===== src/rtl/sat_pkg.sv =====
// Package: shared fault codes and default geometry for the segmented
// address translation unit.
package sat_pkg;
    localparam int DEF_SEG_BITS = 2;
    localparam int DEF_OFF_BITS = 12;
    localparam int DEF_PA_BITS  = 16;

    // Fault cause reported with each response.
    typedef enum logic [2:0] {
        FLT_NONE  = 3'd0,
        FLT_LIMIT = 3'd1,
        FLT_READ  = 3'd2,
        FLT_WRITE = 3'd3,
        FLT_PRIV  = 3'd4
    } fault_e;
endpackage


===== src/rtl/sat_seg_table.sv =====
// Module: sat_seg_table
// Holds one base/limit/permission entry per segment. Writes are accepted
// only when priv_i is high. The read port is combinational and reflects the
// contents before any write in the same cycle.
// Assumes: synchronous active-low reset; entries reset to limit 0, no access.
module sat_seg_table #(
    parameter int SEG_BITS = sat_pkg::DEF_SEG_BITS,
    parameter int OFF_BITS = sat_pkg::DEF_OFF_BITS,
    parameter int PA_BITS  = sat_pkg::DEF_PA_BITS
) (
    input  logic                clk,
    input  logic                rst_n,
    input  logic                priv_i,
    input  logic                we_i,
    input  logic [SEG_BITS-1:0] wsel_i,
    input  logic [PA_BITS-1:0]  wbase_i,
    input  logic [OFF_BITS-1:0] wlimit_i,
    input  logic                wrd_i,
    input  logic                wwr_i,
    input  logic [SEG_BITS-1:0] rsel_i,
    output logic [PA_BITS-1:0]  rbase_o,
    output logic [OFF_BITS-1:0] rlimit_o,
    output logic                rrd_o,
    output logic                rwr_o
);
    localparam int NSEG = 1 << SEG_BITS;

    logic [NSEG-1:0][PA_BITS-1:0]  base_q;
    logic [NSEG-1:0][OFF_BITS-1:0] limit_q;
    logic [NSEG-1:0]               rd_q;
    logic [NSEG-1:0]               wr_q;
    logic                          accept;

    // Gate table writes on privilege.
    always_comb accept = we_i && priv_i;

    for (genvar g = 0; g < NSEG; g++) begin : g_entry
        // Reset or load one entry.
        always_ff @(posedge clk) begin
            if (!rst_n) begin
                base_q[g]  <= '0;
                limit_q[g] <= '0;
                rd_q[g]    <= 1'b0;
                wr_q[g]    <= 1'b0;
            end else if (accept && wsel_i == SEG_BITS'(g)) begin
                base_q[g]  <= wbase_i;
                limit_q[g] <= wlimit_i;
                rd_q[g]    <= wrd_i;
                wr_q[g]    <= wwr_i;
            end
        end
    end

    // Select the addressed entry for the checker.
    always_comb begin
        rbase_o  = base_q[rsel_i];
        rlimit_o = limit_q[rsel_i];
        rrd_o    = rd_q[rsel_i];
        rwr_o    = wr_q[rsel_i];
    end

    // a user-mode write leaves every entry unchanged.
    a_r7_user_write_ignored: assert property (@(posedge clk) disable iff (!rst_n)
        (we_i && !priv_i) |=> ($stable(base_q) && $stable(limit_q)
                               && $stable(rd_q) && $stable(wr_q)));
endmodule


===== src/rtl/sat_check.sv =====
// Module: sat_check
// Combinational bounds and permission check plus base+offset add.
// Assumes the entry fields come from sat_seg_table. Privileged accesses skip
// all checks. The limit check outranks the permission checks.
module sat_check #(
    parameter int OFF_BITS = sat_pkg::DEF_OFF_BITS,
    parameter int PA_BITS  = sat_pkg::DEF_PA_BITS
) (
    input  logic                priv_i,
    input  logic                write_i,
    input  logic [OFF_BITS-1:0] offset_i,
    input  logic [PA_BITS-1:0]  base_i,
    input  logic [OFF_BITS-1:0] limit_i,
    input  logic                rd_ok_i,
    input  logic                wr_ok_i,
    output sat_pkg::fault_e     fault_o,
    output logic [PA_BITS-1:0]  paddr_o
);
    import sat_pkg::*;

    logic [PA_BITS-1:0] sum;

    // Relocate: base plus zero-extended offset, wrapping at PA width.
    always_comb sum = base_i + PA_BITS'(offset_i);

    // Classify the access and gate the address on a fault.
    always_comb begin
        if (priv_i)                  fault_o = FLT_NONE;
        else if (offset_i > limit_i) fault_o = FLT_LIMIT;
        else if (write_i && !wr_ok_i) fault_o = FLT_WRITE;
        else if (!write_i && !rd_ok_i) fault_o = FLT_READ;
        else                         fault_o = FLT_NONE;
        paddr_o = (fault_o == FLT_NONE) ? sum : '0;
    end
endmodule


===== src/rtl/sat_xlate.sv =====
// Module: sat_xlate (top)
// Splits the logical address into segment and offset, looks up the table,
// checks and relocates, and registers a one-cycle response. A table write
// port is acknowledged one cycle later with an accept/refuse code.
// Assumes: synchronous active-low reset; a request sees the table as it was
// before any write in the same cycle.
module sat_xlate #(
    parameter int SEG_BITS = sat_pkg::DEF_SEG_BITS,
    parameter int OFF_BITS = sat_pkg::DEF_OFF_BITS,
    parameter int PA_BITS  = sat_pkg::DEF_PA_BITS,
    localparam int LA_BITS = SEG_BITS + OFF_BITS
) (
    input  logic                clk,
    input  logic                rst_n,
    input  logic                priv,
    input  logic                req_valid,
    input  logic                req_write,
    input  logic [LA_BITS-1:0]  req_laddr,
    output logic                resp_valid,
    output logic [2:0]          resp_fault,
    output logic [PA_BITS-1:0]  resp_paddr,
    input  logic                cfg_we,
    input  logic [SEG_BITS-1:0] cfg_sel,
    input  logic [PA_BITS-1:0]  cfg_base,
    input  logic [OFF_BITS-1:0] cfg_limit,
    input  logic                cfg_rd,
    input  logic                cfg_wr,
    output logic                cfg_ack,
    output logic [2:0]          cfg_fault
);
    import sat_pkg::*;

    logic [SEG_BITS-1:0] seg;
    logic [OFF_BITS-1:0] off;
    logic [PA_BITS-1:0]  e_base;
    logic [OFF_BITS-1:0] e_limit;
    logic                e_rd, e_wr;
    fault_e              chk_fault;
    logic [PA_BITS-1:0]  chk_paddr;

    // Split the logical address into segment select and offset.
    always_comb begin
        seg = req_laddr[LA_BITS-1:OFF_BITS];
        off = req_laddr[OFF_BITS-1:0];
    end

    sat_seg_table #(.SEG_BITS(SEG_BITS), .OFF_BITS(OFF_BITS), .PA_BITS(PA_BITS)) u_table (
        .clk(clk), .rst_n(rst_n), .priv_i(priv),
        .we_i(cfg_we), .wsel_i(cfg_sel), .wbase_i(cfg_base),
        .wlimit_i(cfg_limit), .wrd_i(cfg_rd), .wwr_i(cfg_wr),
        .rsel_i(seg), .rbase_o(e_base), .rlimit_o(e_limit),
        .rrd_o(e_rd), .rwr_o(e_wr)
    );

    sat_check #(.OFF_BITS(OFF_BITS), .PA_BITS(PA_BITS)) u_check (
        .priv_i(priv), .write_i(req_write), .offset_i(off),
        .base_i(e_base), .limit_i(e_limit), .rd_ok_i(e_rd), .wr_ok_i(e_wr),
        .fault_o(chk_fault), .paddr_o(chk_paddr)
    );

    // Register the translation response; idle cycles return zeros.
    always_ff @(posedge clk) begin
        if (!rst_n || !req_valid) begin
            resp_valid <= 1'b0;
            resp_fault <= 3'd0;
            resp_paddr <= '0;
        end else begin
            resp_valid <= 1'b1;
            resp_fault <= chk_fault;
            resp_paddr <= chk_paddr;
        end
    end

    // Acknowledge table writes with accept or refuse code.
    always_ff @(posedge clk) begin
        if (!rst_n) begin
            cfg_ack   <= 1'b0;
            cfg_fault <= 3'd0;
        end else begin
            cfg_ack   <= cfg_we;
            cfg_fault <= (cfg_we && !priv) ? FLT_PRIV : FLT_NONE;
        end
    end

    // a response follows a request by exactly one cycle.
    a_r8_resp_timing: assert property (@(posedge clk) disable iff (!rst_n)
        req_valid |=> resp_valid);
    a_r8_idle_quiet: assert property (@(posedge clk) disable iff (!rst_n)
        !req_valid |=> (!resp_valid && resp_fault == 3'd0 && resp_paddr == '0));
    // any fault carries a zero physical address.
    a_r4_fault_no_addr: assert property (@(posedge clk) disable iff (!rst_n)
        (resp_valid && resp_fault != 3'd0) |-> resp_paddr == '0);
    // privileged requests never fault.
    a_r5_priv_no_fault: assert property (@(posedge clk) disable iff (!rst_n)
        (req_valid && priv) |=> resp_fault == 3'd0);
    // refused table writes report the privileged-write code.
    a_r7_refuse_code: assert property (@(posedge clk) disable iff (!rst_n)
        (cfg_we && !priv) |=> (cfg_ack && cfg_fault == 3'd4));
    // a response never carries the table-write code.
    a_r6_resp_code_range: assert property (@(posedge clk) disable iff (!rst_n)
        resp_fault <= 3'd3);
endmodule


===== config.mk =====
export PLATFORM = sky130hd
export DESIGN_NAME = sat_xlate
export DESIGN_NICKNAME = d
export VERILOG_FILES = /design/src/rtl/sat_pkg.sv /design/src/rtl/sat_seg_table.sv /design/src/rtl/sat_check.sv /design/src/rtl/sat_xlate.sv
export SDC_FILE = /design/constraint.sdc
export NUM_CORES = 1
export LEC_CHECK = 0
export BUFFER_PORTS_ARGS = -buffer_cell sky130_fd_sc_hd__buf_2
export CAP_MARGIN = 10
export CORE_MARGIN = 5
export CORE_UTILIZATION = 63
export DETAILED_ROUTE_END_ITERATION = 12
export GPL_ROUTABILITY_DRIVEN = 0
export MAX_ROUTING_LAYER = met4
export PLACE_DENSITY_LB_ADDON = 0.3
export SLEW_MARGIN = 15
export SYNTH_ARGS = -nofsm -noshare
export SYNTH_HDL_FRONTEND = slang
export SYNTH_SLANG_ARGS = --single-unit

===== constraint.sdc =====
create_clock -name clk -period 7.5 [get_ports clk]
set_input_delay 1.125 -clock clk [delete_from_list [all_inputs] [get_ports clk]]
set_output_delay 1.125 -clock clk [all_outputs]
set_load 0.05 [all_outputs]

==> results.sh, run 1 <==
export IMPL_worst_pin_slew_ns=0.998
export IMPL_numCtsBuffers=17
export IMPL_finalSetupViolations=0
export IMPL_wl_per_cell_um=18.4
export IMPL_worstPathRequired_ns=7.89
export IMPL_antenna_found_initial=0
export IMPL_seq_area_frac_synth_pct=41.9
export IMPL_ys_ff_latch=141
export IMPL_finalSetupTns_ns=0
export IMPL_cts_sinks=141
export IMPL_post_cts_buffers=0
export IMPL_viasPerCell=5.95
export IMPL_arrival_ns=4.09
export IMPL_rows=37
export IMPL_synth_most_common_cell="nand2_1"
export IMPL_grt_pass1_vias=5748
export IMPL_maxSlewViolCount=0
export IMPL_nets=888
export IMPL_rr_worst_depth=10
export IMPL_crit_path_end_kind="flop"
export IMPL_rsz0062_at_grt="no"
export IMPL_min_path_type="reg -> reg"
export IMPL_ir_drop_mv=0.154
export IMPL_cts_tree="done"
export IMPL_htreeDepth=4
export IMPL_slew_headroom_pct=33.5
export IMPL_area_growth_pct=15.6
export IMPL_clk_latency_ns=0.53
export IMPL_fin_crit_sh_pct=49.4
export IMPL_maxCapViolCount=0
export IMPL_synth_top_cell_by_area="dfxtp_1"
export IMPL_cts_clk_slew_worst_paths_ns=0.06
export IMPL_ys_async_sr_fraction_pct=0
export IMPL_total_power_mw=1.86
export IMPL_drt_iter0_drc=575
export IMPL_synth_edf_count=0
export IMPL_status="finished, final reports clean"
export IMPL_ys_warn_count=0
export IMPL_drive_gt1_share_pct=18.5
export IMPL_antenna_cells=0
export IMPL_grt_usage_pct=28.7
export IMPL_grt_first_pass_wirelength_um=28200
export IMPL_drt_pass1_iterations=6
export IMPL_cts_buffer_depth=2
export IMPL_overflow=0
export IMPL_cp_start_kind="primary input"
export IMPL_p_leak_nw=2.89
export IMPL_cts_resized=0
export IMPL_synth_top_area_share_pct=41.9
export IMPL_finClkSkew_ns=0.00594
export IMPL_ant_nets=0
export IMPL_final_util_pct=75.2
export IMPL_fp_dieArea_um2=12900
export IMPL_dieHeight_um=113
export IMPL_root_buffer="clkbuf_8"
export IMPL_placed_cells=928
export IMPL_hpwl_um=11300
export IMPL_hold_depth=2
export IMPL_fmax_mhz=270
export IMPL_drc_errors=0
export IMPL_power_density_nw_per_um2=239
export IMPL_grt_start_max_net_pins=123
export IMPL_finalNonFillerCells=959
export IMPL_hold_viol=0
export IMPL_num_vias=5703
export IMPL_port_buffers=72
export IMPL_synth_distinct_cells=54
export IMPL_synth_area_top_cells="dfxtp_1 42%, nand2_1 14%, a21boi_0 13%"
export IMPL_syn_area_per_cell_um2=8.90
export IMPL_drt_total_wl_um=17700
export IMPL_die_x_um=113
export IMPL_cts_hold_buf=0
export IMPL_ios=76
export IMPL_synth_ff_type="dfxtp_1"
export IMPL_start_util_pct=65.0
export IMPL_min_period_ns=3.70
export IMPL_crit_fanout=30
export IMPL_netlist_area_um2=6740
export IMPL_synth_commonest_cells="252 x nand2_1, 141 x dfxtp_1, 121 x a21boi_0"
export IMPL_crit_type="in -> reg"
export IMPL_core_area_um2=10400
export IMPL_synthCells=758
==> power breakdown <==
group          total, mW  switching, mW  internal (mW)
Combinational      0.162          0.102         0.0607
Sequential         0.773        0.00739          0.766
Clock              0.927          0.315          0.612
==> metal layers <==
layer / vias to the layer above / GRT usage (%) / part of all wire, % / wire length [um]
met5: - / - / 0 / 0
met2: 258 / 46.5 / 48 / 8540
met1: 2716 / 34.8 / 40 / 7080
li1: 2686 / - / - / -
met3: 43 / 7.16 / 8.9 / 1570
met4: 0 / 10.5 / 2.7 / 480
==> state kept, by name, summed over array words and instances (netlist names) <==
signal / flops
cfg_ack: 1
cfg_fault: 1
u_table.wr_q: 4
u_table.base_q: 64
resp_fault: 2
u_table.rd_q: 4
u_table.limit_q: 48
resp_paddr: 16
resp_valid: 1
==> placed cells by master (no fill, tap or decap), types with 5 or more instances in the layout <==
master	synthesis	final
clkbuf_16	0	16
nand4_1	6	6
a21boi_0	121	121
ha_1	24	24
a21oi_1	18	18
dfxtp_1	141	141
inv_1	20	20
o21ai_0	8	8
buf_2	4	72
bufinv_16	0	6
nor2b_1	5	5
nand2_1	252	252
buf_4	4	12
nor3_1	12	11
and2_1	6	6
nor2_1	10	10
mux4_2	29	29
xor2_1	5	5
==> through the flow <==
step | area, um^2 | setup slack (ns) | hold WS, ns
floorplan | 6750 | 3.68 | 0.439
global placement | 7150 | 3.36 | 0.449
detailed placement | 7150 | 3.28 | 0.458
CTS | 7800 | 3.80 | 0.466
global route | 7800 | 3.59 | 0.482
finish | 7800 | 3.80 | 0.465
==> cells by family (layout without fill, tap and decap cells) <==
family	Yosys count	count (layout)	synth area share (%)
buffers and inverters	72	135	4.53
and+or+nand+nor	301	301	18.2
xor gates and xnor gates	8	8	1.04
adders and majority gates	25	25	4.75
muxes	32	32	10.4
other	1	3	0.0556
DFF	141	141	41.9
AOI/OAI and AO/OA	178	178	19.2
==> final timing paths <==
path	from	to	slack, ns
min	u_table.base_q[39]$_SDFFE_PN0P_	u_table.base_q[39]$_SDFFE_PN0P_	0.47
max reg2reg	u_table.base_q[0]$_SDFFE_PN0P_	resp_paddr[12]$_SDFF_PP0_	4.79
max	req_laddr[12]	resp_paddr[12]$_SDFF_PP0_	3.80
min reg2reg	u_table.base_q[39]$_SDFFE_PN0P_	u_table.base_q[39]$_SDFFE_PN0P_	0.47
==> worst max-delay path, cell delays in order <==
cell and delay, ns:
buf_2 0.08, buf_4 0.50, mux4_2 0.59, ha_1 0.23
inv_1 0.08, fa_1 0.23, nor2b_4 0.06, o31a_1 0.29
o31a_1 0.34, o41ai_2 0.34, xor2_1 0.17, nor3_1 0.06
==> layout make-up <==
cell class                 count  area [um^2]
fill                         712         2570
timing repair buffer          84          450
clock inverter                12          218
multi-input combinational    547         3630
inverter                      20         75.1
sequential                   141         2820
tap                          136          170
clock buffer                  19          432
Note: power is estimated with default switching activity, not from simulation.
==> run 2, diff against run 1 <==
- CORE_UTILIZATION: 63 -> 59
- clock period: 7.5 -> 3.65 ns (I/O delays scaled with it)
==> results.sh, run 2 (synthesis results as in run 1) <==
export IMPL_post_cts_buffers=0
export IMPL_clk_latency_ns=0.42
export IMPL_cts_resized=0
export IMPL_worstPathRequired_ns=3.96
export IMPL_ios=76
export IMPL_grt_first_pass_wirelength_um=28800
export IMPL_p_leak_nw=2.90
export IMPL_cts_hold_buf=0
export IMPL_drt_iter0_drc=468
export IMPL_area_growth_pct=15.5
export IMPL_crit_type="in -> reg"
export IMPL_finalNonFillerCells=969
export IMPL_slew_headroom_pct=39.4
export IMPL_hpwl_um=11800
export IMPL_top_register="u_table.base_q"
export IMPL_ir_drop_mv=0.374
export IMPL_min_path_type="in -> reg"
export IMPL_drt_pass1_iterations=7
export IMPL_port_buffers=72
export IMPL_cts_sinks=141
export IMPL_finalSetupTns_ns=0
export IMPL_layout_common_cells="252 x nand2_1, 141 x dfxtp_1, 121 x a21boi_0"
export IMPL_hold_viol=0
export IMPL_maxSlewViolCount=0
export IMPL_grt_pass1_vias=5775
export IMPL_root_buffer="clkbuf_16"
export IMPL_finClkSkew_ns=0.00528
export IMPL_wl_per_cell_um=18.4
export IMPL_rows=39
export IMPL_grt_start_max_net_pins=81
export IMPL_start_util_pct=59.6
export IMPL_htreeDepth=4
export IMPL_num_vias=5719
export IMPL_drive_gt1_share_pct=18.5
export IMPL_largest_reg_flops=64
export IMPL_hold_ws_ns=0.406
export IMPL_drt_total_wl_um=17800
export IMPL_min_period_ns=2.98
export IMPL_arrival_ns=3.30
export IMPL_ant_nets=0
export IMPL_overflow=0
export IMPL_worst_pin_slew_ns=0.909
export IMPL_status="finished, final reports clean"
export IMPL_crit_fanout=12
export IMPL_cts_clk_slew_worst_paths_ns=0.06
export IMPL_fin_crit_sh_pct=81.8
export IMPL_power_density_nw_per_um2=472
export IMPL_crit_path_end_kind="flop"
export IMPL_reg_top3="u_table.base_q (64), u_table.limit_q (48), resp_paddr (16)"
export IMPL_core_area_um2=11300
export IMPL_maxCapViolCount=0
export IMPL_cp_start_kind="primary input"
export IMPL_finalSetupViolations=0
export IMPL_antenna_cells=0
export IMPL_placed_cells=938
export IMPL_numCtsBuffers=17
export IMPL_dieHeight_um=117
export IMPL_rsz0062_at_grt="no"
export IMPL_layout_commonest_cell="nand2_1"
export IMPL_cts_buffer_depth=2
export IMPL_total_power_mw=3.68
export IMPL_nets=891
export IMPL_antenna_found_initial=0
export IMPL_die_x_um=117
export IMPL_cts_tree="done"
export IMPL_fp_dieArea_um2=13700
export IMPL_fmax_mhz=335
export IMPL_grt_usage_pct=28.3
export IMPL_viasPerCell=5.90
export IMPL_drc_errors=0
-- run 2: cell count changes in the layout (fill, tap and decap cells not counted), sizes merged --
cell,before,now
clkbuf,19,24
buf,84,87
bufinv,6,3
clkinvlp,3,0
clkinv,3,4
-- run 2: worst paths after layout --
check / startpoint / endpoint / slack (ns) / depth (start not counted)
worst max-delay path: req_laddr[12] / resp_paddr[0]$_SDFF_PP0_ / 0.67 / 10
worst min-delay path: cfg_base[10] / u_table.base_q[26]$_SDFFE_PN0P_ / 0.41 / 3
worst max register to register: u_table.base_q[48]$_SDFFE_PN0P_ / resp_paddr[12]$_SDFF_PP0_ / 0.86 / 10
worst min register to register: u_table.base_q[50]$_SDFFE_PN0P_ / u_table.base_q[50]$_SDFFE_PN0P_ / 0.46 / 2
-- run 2: final cells by class --
type / count / area, um^2
inverter: 20 / 75.1
multi-input combinational: 547 / 3630
sequential: 141 / 2820
clock buffer: 24 / 492
tap: 143 / 179
timing repair buffer: 87 / 485
clock inverter: 7 / 110
fill: 878 / 3530
-- run 2: metrics by stage --
stage	area (um^2)	utilization (%)	setup slack, ns
3_3_place_gp	7190	63.5	0.277
3_5_place_dp	7190	63.5	0.232
6_report	7790	68.8	0.666
5_1_grt	7790	68.8	0.428
2_1_floorplan	6750	-	0.411
4_1_cts	7790	68.8	0.667
-- run 2: critical path, cell delays in order --
cell      delay [ns]
buf_2           0.28
buf_4           0.34
mux4_2          0.55
inv_1           0.09
ha_1            0.14
nand4_1         0.15
a211o_1         0.32
a311oi_1        0.47
nor2_1          0.20
and2_1          0.20
-- run 2: per-layer routing --
layer / global-route usage [%] / vias to the layer above / part of all wire (%)
li1: - / 2697 / -
met1: 34.4 / 2726 / 42
met2: 45.7 / 246 / 48
met3: 6.68 / 50 / 7.3
met4: 11.2 / 0 / 2.9
met5: - / - / 0
-- run 2: report_power, final --
part	switching [mW]	leakage [nW]	internal [mW]	total (mW)
clock	0.614	0.300	1.14	1.75
sequential	0.0160	1.14	1.57	1.59
combinational	0.209	1.46	0.127	0.336
total	0.839	2.90	2.84	3.68
